### src/rtl/zcg_pkg.sv
package zcg_pkg;

    // Block phase after the power-down pin
    typedef enum logic [1:0] {
        PH_OFF  = 2'd0,
        PH_INIT = 2'd1,
        PH_RUN  = 2'd2
    } phase_e;

    // Status flag seen by software for one channel
    function automatic logic chan_flag(
        input logic pm_on,
        input logic running,
        input logic zc_on,
        input logic alc,
        input logic pending
    );
        if (!pm_on)         return 1'b1;
        if (!running)       return 1'b0;
        if (!zc_on || alc)  return 1'b1;
        return !pending;
    endfunction

endpackage

### src/rtl/zcg_zc_detect.sv
module zcg_zc_detect #(
    parameter int SW = 16
) (
    input  logic          clk,
    input  logic          rst_n,
    input  logic          clr,
    input  logic          tick,
    input  logic [SW-1:0] sample,
    output logic          zc
);

    typedef struct packed {
        logic sign;
        logic valid;
    } det_t;

    det_t det_q, det_d;
    logic cur_sign;
    logic is_zero;

    assign cur_sign = sample[SW-1];
    assign is_zero  = (sample == '0);

    // crossing: zero sample, or sign flip against the previous tick's sample
    assign zc = tick && (is_zero || (det_q.valid && (cur_sign != det_q.sign)));

    always_comb begin
        det_d = det_q;
        if (clr) begin
            det_d.valid = 1'b0;
            det_d.sign  = 1'b0;
        end else if (tick) begin
            det_d.valid = 1'b1;
            det_d.sign  = cur_sign;
        end
    end

    always_ff @(posedge clk or negedge rst_n) begin
        if (!rst_n) begin
            det_q <= '0;
        end else begin
            det_q <= det_d;
        end
    end

endmodule

### src/rtl/zcg_tick_timer.sv
module zcg_tick_timer #(
    parameter int CW = 13
) (
    input  logic          clk,
    input  logic          rst_n,
    input  logic          restart,
    input  logic          run,
    input  logic [CW-1:0] limit,
    output logic          expire
);

    localparam logic [CW-1:0] ONE = CW'(1);

    logic [CW-1:0] cnt_q, cnt_d;
    logic [CW-1:0] cnt_inc;

    assign cnt_inc = cnt_q + ONE;
    // restart wins over a tick taken in the same cycle
    assign expire  = run && !restart && (cnt_inc == limit);

    always_comb begin
        cnt_d = cnt_q;
        if (restart) begin
            cnt_d = '0;
        end else if (run) begin
            cnt_d = expire ? '0 : cnt_inc;
        end
    end

    always_ff @(posedge clk or negedge rst_n) begin
        if (!rst_n) begin
            cnt_q <= '0;
        end else begin
            cnt_q <= cnt_d;
        end
    end

endmodule

### src/rtl/zcg_gain_updater.sv
module zcg_gain_updater
    import zcg_pkg::*;
#(
    parameter int            GW         = 8,
    parameter int            SW         = 16,
    parameter int            INIT_TICKS = 4096,
    parameter int            TMO_BASE   = 128,
    parameter logic [GW-1:0] GAIN_RST   = GW'(16)
) (
    input  logic          clk,
    input  logic          rst_n,
    input  logic          pd_n,
    input  logic          pwr_en,
    input  logic          zc_en,
    input  logic          indep_en,
    input  logic          alc_on,
    input  logic [1:0]    tmo_sel,
    input  logic          smp_tick,
    input  logic [SW-1:0] smp_l,
    input  logic [SW-1:0] smp_r,
    input  logic          wr_l,
    input  logic          wr_r,
    input  logic [GW-1:0] wr_gain,
    output logic [GW-1:0] gain_l,
    output logic [GW-1:0] gain_r,
    output logic          flag_l,
    output logic          flag_r
);

    localparam int NCH     = 2;
    localparam int TMO_MAX = TMO_BASE << 3;
    localparam int MAXL    = (INIT_TICKS > TMO_MAX) ? INIT_TICKS : TMO_MAX;
    localparam int CW      = $clog2(MAXL) + 1;

    typedef struct packed {
        phase_e                  phase;
        logic [NCH-1:0][GW-1:0]  gain;
        logic [NCH-1:0][GW-1:0]  tgt;
        logic [NCH-1:0]          pend;
    } st_t;

    st_t st_q, st_d;

    logic [NCH-1:0]          wr_vec;
    logic [NCH-1:0][SW-1:0]  smp_vec;
    logic [NCH-1:0]          zc_vec;
    logic [NCH-1:0]          flag_vec;

    logic          zc_mode;
    logic          running;
    logic          tmr_restart;
    logic          tmr_run;
    logic          tmr_expire;
    logic [CW-1:0] tmr_limit;

    // exposed for the bound checker
    logic           run_phase;
    logic [NCH-1:0] pend_vec;

    assign wr_vec  = {wr_r, wr_l};
    assign smp_vec = {smp_r, smp_l};

    assign running   = (st_q.phase == PH_RUN);
    assign zc_mode   = zc_en && indep_en && !alc_on;
    assign run_phase = running;
    assign pend_vec  = st_q.pend;

    // ---------------- per-channel zero-crossing detectors ----------------
    for (genvar g = 0; g < NCH; g++) begin : g_det
        zcg_zc_detect #(
            .SW(SW)
        ) u_det (
            .clk    (clk),
            .rst_n  (rst_n),
            .clr    (!pd_n),
            .tick   (smp_tick),
            .sample (smp_vec[g]),
            .zc     (zc_vec[g])
        );
    end

    // ---------------- shared timer: init period and timeout ----------------
    // a write restarts the timer only if it finds its channel settled
    assign tmr_restart = (st_q.phase == PH_OFF) ||
                         (running && pd_n && zc_mode && |(wr_vec & ~st_q.pend));
    assign tmr_run     = smp_tick && ((st_q.phase == PH_INIT) || (running && |st_q.pend));
    assign tmr_limit   = (st_q.phase == PH_INIT) ? CW'(INIT_TICKS)
                                                 : (CW'(TMO_BASE) << tmo_sel);

    zcg_tick_timer #(
        .CW(CW)
    ) u_tmr (
        .clk     (clk),
        .rst_n   (rst_n),
        .restart (tmr_restart),
        .run     (tmr_run),
        .limit   (tmr_limit),
        .expire  (tmr_expire)
    );

    // ---------------- next state ----------------
    always_comb begin
        st_d = st_q;
        if (!pd_n) begin
            st_d.phase = PH_OFF;
            st_d.pend  = '0;
            for (int c = 0; c < NCH; c++) begin
                st_d.gain[c] = GAIN_RST;
            end
        end else begin
            unique case (st_q.phase)
                PH_OFF: begin
                    st_d.phase = PH_INIT;
                end
                PH_INIT: begin
                    if (tmr_expire) begin
                        st_d.phase = PH_RUN;
                    end
                end
                PH_RUN: begin
                    for (int c = 0; c < NCH; c++) begin
                        if (wr_vec[c]) begin
                            if (zc_mode) begin
                                st_d.tgt[c]  = wr_gain;
                                st_d.pend[c] = 1'b1;
                            end else begin
                                st_d.gain[c] = wr_gain;
                                st_d.pend[c] = 1'b0;
                            end
                        end else if (st_q.pend[c] &&
                                     (zc_vec[c] || tmr_expire || !zc_mode)) begin
                            st_d.gain[c] = st_q.tgt[c];
                            st_d.pend[c] = 1'b0;
                        end
                    end
                end
                default: begin
                    st_d.phase = PH_OFF;
                end
            endcase
        end
    end

    always_ff @(posedge clk or negedge rst_n) begin
        if (!rst_n) begin
            st_q.phase <= PH_OFF;
            st_q.gain  <= {NCH{GAIN_RST}};
            st_q.tgt   <= {NCH{GAIN_RST}};
            st_q.pend  <= '0;
        end else begin
            st_q <= st_d;
        end
    end

    // ---------------- outputs ----------------
    for (genvar g = 0; g < NCH; g++) begin : g_flag
        assign flag_vec[g] = chan_flag(pwr_en, running, zc_en, alc_on, st_q.pend[g]);
    end

    assign gain_l = st_q.gain[0];
    assign gain_r = st_q.gain[1];
    assign flag_l = flag_vec[0];
    assign flag_r = flag_vec[1];

endmodule

### config.mk
export PLATFORM = sky130hd
export DESIGN_NAME = zcg_gain_updater
export DESIGN_NICKNAME = d
export VERILOG_FILES = /design/src/rtl/zcg_pkg.sv /design/src/rtl/zcg_zc_detect.sv /design/src/rtl/zcg_tick_timer.sv /design/src/rtl/zcg_gain_updater.sv
export SDC_FILE = /design/constraint.sdc
export NUM_CORES = 1
export LEC_CHECK = 0
export BUFFER_PORTS_ARGS = -buffer_cell sky130_fd_sc_hd__buf_4
export CAP_MARGIN = 20
export CORE_ASPECT_RATIO = 1.1
export CORE_UTILIZATION = 55
export DETAILED_ROUTE_END_ITERATION = 8
export HOLD_SLACK_MARGIN = 0.03
export PLACE_DENSITY_LB_ADDON = 0.08
export SYNTH_ARGS = -nofsm -noshare
export SYNTH_HDL_FRONTEND = slang
export SYNTH_HIERARCHICAL = 1
export SYNTH_SLANG_ARGS = --single-unit
### constraint.sdc
create_clock -name clk -period 3.9 [get_ports clk]
set_input_delay 0.78 -clock clk [delete_from_list [all_inputs] [get_ports clk]]
set_output_delay 0.78 -clock clk [all_outputs]
set_load 0.05 [all_outputs]
After elaboration in Yosys (flattened, before gate mapping)

Index checks and enable logic that the tools add are counted.

$add $sub $neg: 1
Multipliers: 0
Div/mod/pow operators: 0
Order comparisons: 0
Eq/ne operators: 13
Shift-type cells: 1
Muxes and demuxes: 41
Bitwise logic cells: 2
Reductions and logical operators: 43

Operator list:

| cell                                              | count |
|---|---|
| 2-to-1 mux 8 bit                                  | 9 |
| 2-to-1 mux 13 bit                                 | 4 |
| 2-to-1 mux 34 bit                                 | 1 |
| zero test 16 bit                                  | 2 |
| 2-to-1 mux 1 bit                                  | 19 |
| 2-to-1 mux 18 bit                                 | 1 |
| logical AND 1 bit                                 | 15 |
| adder 13 x 1 -> 13 bit (second input constant)    | 1 |
| == test 13 bit                                    | 1 |
| left shift 8 x 2 -> 13 bit (first input constant) | 1 |
| 2-to-1 mux 2 bit                                  | 6 |
| logical OR 1 bit                                  | 9 |
| != test 3 bit (second input constant)             | 3 |
| AND reduction 4 bit                               | 2 |
| zero test 1 bit                                   | 6 |
| != test 3 x 1 -> 1 bit (second input constant)    | 2 |
| one-hot mux 2 bit (3 select lines)                | 1 |
| AND reduction 2 bit                               | 3 |
| AND reduction 3 bit                               | 2 |
| != test 2 x 1 -> 1 bit (second input constant)    | 2 |
| OR reduction 2 bit                                | 2 |
| AND 2 bit                                         | 1 |
| == test 2 x 1 -> 1 bit (second input constant)    | 1 |
| == test 2 bit (second input constant)             | 1 |
| 5 further kinds                                   | 6 |

Bits in registers: 53
Latch bits: 0
Memory bits (writable): 0
Memory bits (read-only): 0
Input port bits: 52
Output and inout bits: 18
Logic and storage cells: 113
Memories: 0

Logic depth before layout (Yosys ltp)

Gate-level depths: netlist of run 1.

Depth in word-level cells: 15
Mapped depth: 12
Depth with buffers taken out: 12

Hierarchy

The synthesis of run 1 kept the hierarchy.

Modules (own cells, without submodules):

| module           | instances | cells each | area an instance (sq um) | seq. area each (sq um) |
|---|---|---|---|---|
| zcg_gain_updater | 1         | 168        | 1941.9                   | 905.9 |
| zcg_tick_timer   | 1         | 137        | 1167.4                   | 325.3 |
| zcg_zc_detect    | 2         | 14         | 143.9                    | 50.0 |

Least setup slack after synthesis of run 1

OpenSTA, ideal clock, no wires.

Path type: register -> register
Start: reg u_tmr.cnt_q[0]
End: reg st_q (netlist bit gain_l[1])
Library setup time: 128 ps
Arrival time: 3209 ps
Required time: 3772 ps
Setup slack: 564 ps
Cell stages (with the launch flop): 11
Path buffers: 0
Clock period less this slack: 3336 ps
Cells stage by stage: dfrtp_1 ha_1 and4_2 and3_1 xnor2_1 nand4_1 or4_1 nor3_1 o311a_4 nor3_4 mux2_1

Cells in the longest elaborated chain, start to end: 8

Ends and longest elaborated chain:

| element                                 | line                    | source |
|---|---|---|
| start: declaration                      | zcg_tick_timer.sv:14    | `logic [CW-1:0] cnt_q, cnt_d;` |
| start signal: assignment                | zcg_tick_timer.sv:34    | `cnt_q <= cnt_d;` |
| adder 13 x 1 -> 13 bit                  | zcg_tick_timer.sv:17    | `assign cnt_inc = cnt_q + ONE;` |
| == test 13 bit                          | zcg_tick_timer.sv:19    | `assign expire = run && !restart && (cnt_inc == limit);` |
| logical AND 1 bit                       | zcg_tick_timer.sv:19    |  |
| named net tmr_expire                    | zcg_gain_updater.sv:53  | `logic tmr_expire;` |
| logical OR 1 bit (2 in series)          | zcg_gain_updater.sv:131 | `(zc_vec[c] \|\| tmr_expire \|\| !zc_mode)) begin` |
| logical AND 1 bit                       | zcg_gain_updater.sv:130 | `end else if (st_q.pend[c] &&` |
| != test 3 x 1 -> 1 bit (no source line) | n/a                     |  |
| AND reduction 3 bit (no source line)    | n/a                     |  |
| end signal: assignment                  | zcg_gain_updater.sv:151 | `st_q <= st_d;` |
| end: declaration                        | zcg_gain_updater.sv:42  | `st_t st_q, st_d;` |

The timed path passes the listed nets, and every way through them passes these cells.
A chain may end at the register's enable or synchronous reset.

Worst setup path after layout of run 1

Same ends and word-level chain as after synthesis.

==> qor.log, run 1 <==
qor: status.status completed
qor: critical_path.r2r_setup_slack 0.49 ns
qor: route.route.vias.total 2697
qor: cells_and_area.area.growth.synth_to_final 18.9%
qor: route.wl 7340 um
qor: clock_tree.h-tree-depth 2
qor: pwr.power_density 268 nW/um2
qor: critical_path.setup.worst_path.class reg -> reg
qor: critical_path.slowest_stage sky130_fd_sc_hd__or4_1
qor: synthesis.synth.cell_area 3400 um2
qor: floorplan.start_util 57.8%
qor: critical_path.critical_path.endpoint_type register
qor: clock_tree.clk_sink_count 53
qor: synthesis.yosysWarningCount 6
qor: clock_tree.clockBufferDepth 2
qor: critical_path.crit_chain ha_1 > and4_2 > and3_1 > xnor2_1 > nand4_1 > or4_1 > nor3_1 > buf_4 > o311a_4 > nor3_4 > mux2_1
qor: sta.max_slew.worst_pin.slew 0.686 ns
qor: clock_tree.postCtsSetupRepairBufs 0
qor: global_routing.grt_use_total 23.9%
qor: floorplan.row_count 29
qor: clock_tree.clock_insertion_delay_at_the_later_pin_of_the_skew_report 0.31 ns
qor: sta.fmaxAchievable 293 MHz
qor: critical_path.crit_family simple AND/OR/NAND/NOR gates
qor: critical_path.setup.worst_path.start_class register
qor: floorplan.pin_count 70
qor: global_routing.global_route_wire_length_before_repair 12300 um
qor: critical_path.worstPathRequired 4.09 ns
qor: floorplan.die-area 6490 um2
qor: clock_tree.post_cts_resize_count 0
qor: synthesis.synthesis.area_per_instance 10.2 um2
qor: cells_and_area.final_design_area_no_fill 4040 um2
qor: sta.maximum_clock_skew_at_final_layout 0.00929 ns
qor: global_routing.antenna_found_initial 0
qor: sta.finalSetupViolCount 0
qor: clock_tree.clk_pin_slew 0.10 ns
qor: critical_path.max_stage_delay 0.52 ns
qor: floorplan.die_width 76.9 um
qor: route.ant_nets 0
qor: placed_design.dpl-instance-area 3920 um2
qor: run.maxCapViolCount 0
qor: synthesis.synth-main-ff-cell sky130_fd_sc_hd__dfrtp_1
qor: global_routing.first_global_vias 2620
qor: critical_path.arrival 3.61 ns
qor: synthesis.async_reset_ff_share 100%
qor: pwr.power_leakage 1.91 nW
qor: critical_path.critical_path.n_buffers_inverters 1
qor: sta.report.final.hold_viol_count 0
qor: clock_tree.cts_tree built
qor: clock_tree.cts_hold_repair.buffers 0
qor: global_routing.grt_remaining_overflow 0
qor: sta.fin_setup_tns 0 ns
qor: synthesis.postSynthRegisterBits 53
qor: cells_and_area.nets 454
qor: synthesis.synth_area_leader_cell sky130_fd_sc_hd__dfrtp_1
qor: route.initialDrtViolationCount 205
qor: cells_and_area.antenna_cells_inserted 0
qor: synthesis.synth_area_leaders sky130_fd_sc_hd__dfrtp_1 36%, sky130_fd_sc_hd__mux2_2 10%, sky130_fd_sc_hd__mux2i_1 4.7%, sky130_fd_sc_hd__xor2_1 4.4%, sky130_fd_sc_hd__buf_4 3.5%
qor: worst_hold_path.hold_class in -> async
qor: global_routing.grt_max_degree 54
qor: route.drcViolationCount 0
qor: sta.finalWorstPathRequiredPeriod 3.41 ns
qor: synthesis.synth_cell_type_count 59
qor: floorplan.core_region_area 5880 um2
qor: placed_design.gpl_congestion 0.877
qor: sta.setup_repair_after_global_routing_missed_its_margin no
qor: clock_tree.total_cts_buffers 5
qor: critical_path.crit-reg2reg-launch u_tmr/cnt_q[0]
qor: route.drt-wirelength-per-cell 15.3 um
qor: synthesis.synth_enable_flop_cells 0
qor: synthesis.synth_common_cells 49 x sky130_fd_sc_hd__dfrtp_1, 31 x sky130_fd_sc_hd__mux2_2, 30 x sky130_fd_sc_hd__nor2_1
qor: synthesis.seq_area_frac_synth 39.2%
qor: critical_path.critPathMaxFanout 7
qor: cells_and_area.fraction_of_layout_cells_with_a_size_suffix_above_1 33.1%
qor: floorplan.die_height 84.4 um
qor: route.drt-pass1-iter-count 4
qor: placed_design.detailedPlacementHpwl 5400 um
qor: sta.final_worst_path_period_share 87.6%
qor: route.route.detailed.vias_per_inst 5.63
qor: sta.timing.final.max_slew_violations 0
qor: synthesis.synth.top_cell.area_share 36.1%
qor: sta.relSlewSlack 54.3%
qor: synthesis.synth.most_common_cell sky130_fd_sc_hd__dfrtp_1
qor: pwr.irDropWorstVdd 0.238 mV
qor: critical_path.reg2reg_depth 11
qor: critical_path.crit-reg2reg-capture gain_l[1]
qor: placed_design.port_buffer_count 69
qor: synthesis.netlist_instances 333
qor: clock_tree.ctsRootBufferMaster sky130_fd_sc_hd__clkbuf_8
-- registers in the layout, summed over array words and instances, names as in the netlist --
signal and flops:
pend_vec 2, gain_l 8, u_tmr/cnt_q 13, gain_r 8, g_det.u_det/det_q 4, st_q 18
-- how the worst max path moves through the flow --
stage                         startpoint         to  slack [ns]  cells after the start
final                     u_tmr/cnt_q[0]  gain_l[1]        0.49                     11
after global routing            st_q[35]  gain_r[5]        0.28                     13
after CTS                 u_tmr/cnt_q[0]  gain_l[1]        0.52                     11
after detailed placement      tmo_sel[0]  gain_r[5]        0.44                     12
after global placement        tmo_sel[0]  gain_r[6]        0.52                     12
after floorplan           u_tmr/cnt_q[0]  gain_l[1]        0.56                     10
-- layout make-up --
type | instances | area, um2
well taps | 77 | 96.3
multi-input cells | 259 | 1910
flip-flops and latches | 53 | 1330
fillers | 481 | 1840
inverters | 8 | 30.0
repair buffers | 74 | 556
clock inverters | 3 | 46.3
clock buffers | 5 | 68.8
-- cells in the final DEF, fill, tap and decap left out, types with 15 or more instances in the layout --
cell type	netlist	routed
sky130_fd_sc_hd__buf_4	16	74
sky130_fd_sc_hd__conb_1	1	15
sky130_fd_sc_hd__mux2i_1	16	16
sky130_fd_sc_hd__mux2_2	31	31
sky130_fd_sc_hd__nor2_1	30	30
sky130_fd_sc_hd__xor2_1	17	17
sky130_fd_sc_hd__dfrtp_1	49	49
sky130_fd_sc_hd__nand2_1	27	27
sky130_fd_sc_hd__nor3_1	15	15
-- cells by family (layout without fill, tap and decap cells) --
group	count (synthesis)	after routing	synth area share (%)
AOI/OAI and AO/OA	35	35	7.88
xor gates and xnor gates	28	28	7.44
adders and majority gates	1	1	0.368
buffers and inverters	35	90	6.11
DFF	53	53	39.2
muxes	48	48	15.3
other	1	15	0.110
and+or+nand+nor	132	132	23.6
-- through the flow --
step	hold WS [ns]	util [%]	power (mW)	setup WS [ns]	instances
6_report	0.499	68.7	1.08	0.485	479
5_1_grt	0.522	68.7	1.13	0.277	479
4_1_cts	0.514	68.7	1.09	0.523	479
3_5_place_dp	0.492	66.8	0.714	0.437	471
3_3_place_gp	0.475	66.8	0.712	0.519	471
2_1_floorplan	0.454	-	0.637	0.564	347
-- routing by layer --
metal | global-route usage [%] | vias up | part of all wire (%)
met1 | 32.3 | 1302 | 45
li1 | - | 1299 | -
met4 | 6.12 | 0 | 0.89
met2 | 39.9 | 90 | 48
met5 | 0 | - | 0
met3 | 4.02 | 6 | 6.0
-- worst register-to-register path: stages, from the launching register on --
cell and delay [ns]:
sky130_fd_sc_hd__dfrtp_1 0.47, sky130_fd_sc_hd__ha_1 0.31, sky130_fd_sc_hd__and4_2 0.32, sky130_fd_sc_hd__and3_1 0.22, sky130_fd_sc_hd__xnor2_1 0.33, sky130_fd_sc_hd__nand4_1 0.18
sky130_fd_sc_hd__or4_1 0.52, sky130_fd_sc_hd__nor3_1 0.16, sky130_fd_sc_hd__buf_4 0.18, sky130_fd_sc_hd__o311a_4 0.23, sky130_fd_sc_hd__nor3_4 0.07, sky130_fd_sc_hd__mux2_1 0.31
-- report_power, final --
group          leakage, nW  total (mW)  internal, mW  switching, mW
clock network       0.0543       0.379         0.192          0.187
logic                 1.14       0.146        0.0693         0.0766
registers            0.719       0.558         0.554        0.00445
Power figures use the tool's default switching activity.
==> run 2: changes to the inputs <==
BUFFER_PORTS_ARGS = -buffer_cell sky130_fd_sc_hd__buf_2   (was -buffer_cell sky130_fd_sc_hd__buf_4)
==> qor.log, run 2 (synthesis results as in run 1) <==
qor: clock_tree.clk_sink_count 53
qor: cells_and_area.final_cell_mix 69 x sky130_fd_sc_hd__buf_2, 49 x sky130_fd_sc_hd__dfrtp_1, 31 x sky130_fd_sc_hd__mux2_2
qor: pwr.power_leakage 1.87 nW
qor: clock_tree.cts_tree built
qor: sta.max_slew.worst_pin.slew 0.946 ns
qor: global_routing.grt_max_degree 43
qor: sta.fin_hold_ws 0.511 ns
qor: sta.maximum_clock_skew_at_final_layout 0.00953 ns
qor: pwr.power_density 267 nW/um2
qor: cells_and_area.largest_register_ff_count 18
qor: cells_and_area.mostFrequentLayoutCell sky130_fd_sc_hd__buf_2
qor: floorplan.core_region_area 5880 um2
qor: route.drt-pass1-iter-count 4
qor: critical_path.setup.worst_path.start_class register
qor: clock_tree.clockBufferDepth 2
qor: global_routing.grt_remaining_overflow 0
qor: route.wl 7350 um
qor: route.initialDrtViolationCount 229
qor: sta.report.final.hold_viol_count 0
qor: sta.relSlewSlack 36.9%
qor: floorplan.start_util 57.8%
qor: route.drt-wirelength-per-cell 15.3 um
qor: critical_path.critical_path.endpoint_type register
qor: pwr.irDropWorstVdd 0.273 mV
qor: floorplan.pin_count 70
qor: floorplan.die_height 84.4 um
qor: run.maxCapViolCount 0
qor: clock_tree.post_cts_resize_count 0
qor: status.status completed
qor: critical_path.setup.worst_path.class reg -> reg
qor: critical_path.worstPathRequired 4.11 ns
qor: floorplan.row_count 29
qor: clock_tree.cts_hold_repair.buffers 0
qor: sta.finalSetupViolCount 0
qor: global_routing.antenna_found_initial 0
qor: sta.final_worst_path_period_share 87.3%
qor: critical_path.arrival 3.62 ns
qor: placed_design.port_buffer_count 69
qor: route.ant_nets 0
qor: global_routing.global_route_wire_length_before_repair 12600 um
qor: clock_tree.postCtsSetupRepairBufs 0
qor: global_routing.first_global_vias 2674
qor: route.drcViolationCount 0
qor: route.route.detailed.vias_per_inst 5.52
qor: cells_and_area.top_register st_q
qor: cells_and_area.nets 455
qor: clock_tree.clk_pin_slew 0.11 ns
qor: floorplan.die_width 76.9 um
qor: floorplan.die-area 6490 um2
qor: sta.setup_repair_after_global_routing_missed_its_margin no
qor: sta.fin_setup_tns 0 ns
qor: placed_design.numPlacedInstances 472
qor: route.route.vias.total 2648
qor: placed_design.detailedPlacementHpwl 5560 um
qor: sta.finalWorstPathRequiredPeriod 3.40 ns
qor: sta.timing.final.max_slew_violations 0
qor: sta.fmaxAchievable 294 MHz
qor: cells_and_area.area.growth.synth_to_final 13.5%
qor: critical_path.critPathMaxFanout 7
qor: cells_and_area.fraction_of_layout_cells_with_a_size_suffix_above_1 33.3%
qor: clock_tree.ctsRootBufferMaster sky130_fd_sc_hd__clkbuf_8
qor: clock_tree.total_cts_buffers 5
qor: placed_design.gpl_congestion 0.917
qor: clock_tree.clock_insertion_delay_at_the_later_pin_of_the_skew_report 0.32 ns
qor: global_routing.grt_use_total 24.7%
qor: clock_tree.h-tree-depth 2
qor: cells_and_area.largest_registers st_q (18), u_tmr/cnt_q (13)
qor: cells_and_area.antenna_cells_inserted 0
qor: cells_and_area.layout.cells.non_filler 480
qor: worst_hold_path.hold_class reg -> reg
## run 2: cell count changes in the layout (fill, tap and decap cells not counted)
cell,change
sky130_fd_sc_hd__buf_2,+69
sky130_fd_sc_hd__buf_4,-68
sky130_fd_sc_hd__bufinv_16,-1
sky130_fd_sc_hd__clkinvlp_4,-1
sky130_fd_sc_hd__inv_6,+1
sky130_fd_sc_hd__inv_8,+1
## run 2: per-layer routing
metal	wire (um)	GRT usage [%]	up-vias
met5	0	0	-
met4	71	7.34	0
met3	282	4.13	9
met2	3570	41.5	67
met1	3420	32.7	1271
li1	-	-	1301
## run 2: critical path, stage by stage (launching register included)
cell and delay [ns]:
sky130_fd_sc_hd__dfrtp_1 0.41, sky130_fd_sc_hd__nand2b_1 0.24, sky130_fd_sc_hd__inv_1 0.17, sky130_fd_sc_hd__nor3b_1 0.27
sky130_fd_sc_hd__xnor2_1 0.21, sky130_fd_sc_hd__a31oi_1 0.12, sky130_fd_sc_hd__and3_1 0.19, sky130_fd_sc_hd__o22ai_1 0.19
sky130_fd_sc_hd__or4_1 0.15, sky130_fd_sc_hd__nor3_1 0.04, sky130_fd_sc_hd__buf_4 0.17, sky130_fd_sc_hd__o311a_4 0.39
sky130_fd_sc_hd__nor3_4 0.35, sky130_fd_sc_hd__mux2_2 0.39
## run 2: report_power, final
group | internal [mW] | total [mW] | switching, mW | leakage, nW
clock | 0.135 | 0.340 | 0.206 | 0.0506
sequential | 0.554 | 0.558 | 0.00430 | 0.719
combinational | 0.0549 | 0.132 | 0.0768 | 1.10
total | 0.743 | 1.03 | 0.287 | 1.87
## run 2: final timing paths
path	to	start	cells past startpoint	slack [ns]
worst max-delay path	gain_r[3]	st_q[35]	13	0.50
worst min-delay path	st_q[34]	st_q[35]	1	0.51
worst max register to register	gain_r[3]	st_q[35]	13	0.50
worst min register to register	st_q[34]	st_q[35]	1	0.51
max in group asynchronous	gain_l[4]	rst_n	2	2.50
min in group asynchronous	g_det[1].u_det/det_q[1]	rst_n	1	0.59
## run 2: through the flow
stage	setup WS (ns)	util, %	power [mW]	instance area (um2)
after floorplan	0.564	-	0.637	3450
after global placement	0.491	63.9	0.698	3760
after detailed placement	0.414	63.9	0.700	3760
after CTS	0.504	65.6	1.04	3860
after global routing	0.232	65.6	1.07	3860
final	0.497	65.6	1.03	3860
## run 2: area by class of cell
| type | count | area, um2 |
|---|---|---|
| clock buffers | 5 | 68.8 |
| repair buffers | 75 | 390 |
| clock inverters | 3 | 28.8 |
| multi-input cells | 259 | 1910 |
| fillers | 508 | 2020 |
| flip-flops and latches | 53 | 1330 |
| well taps | 77 | 96.3 |
| inverters | 8 | 30.0 |
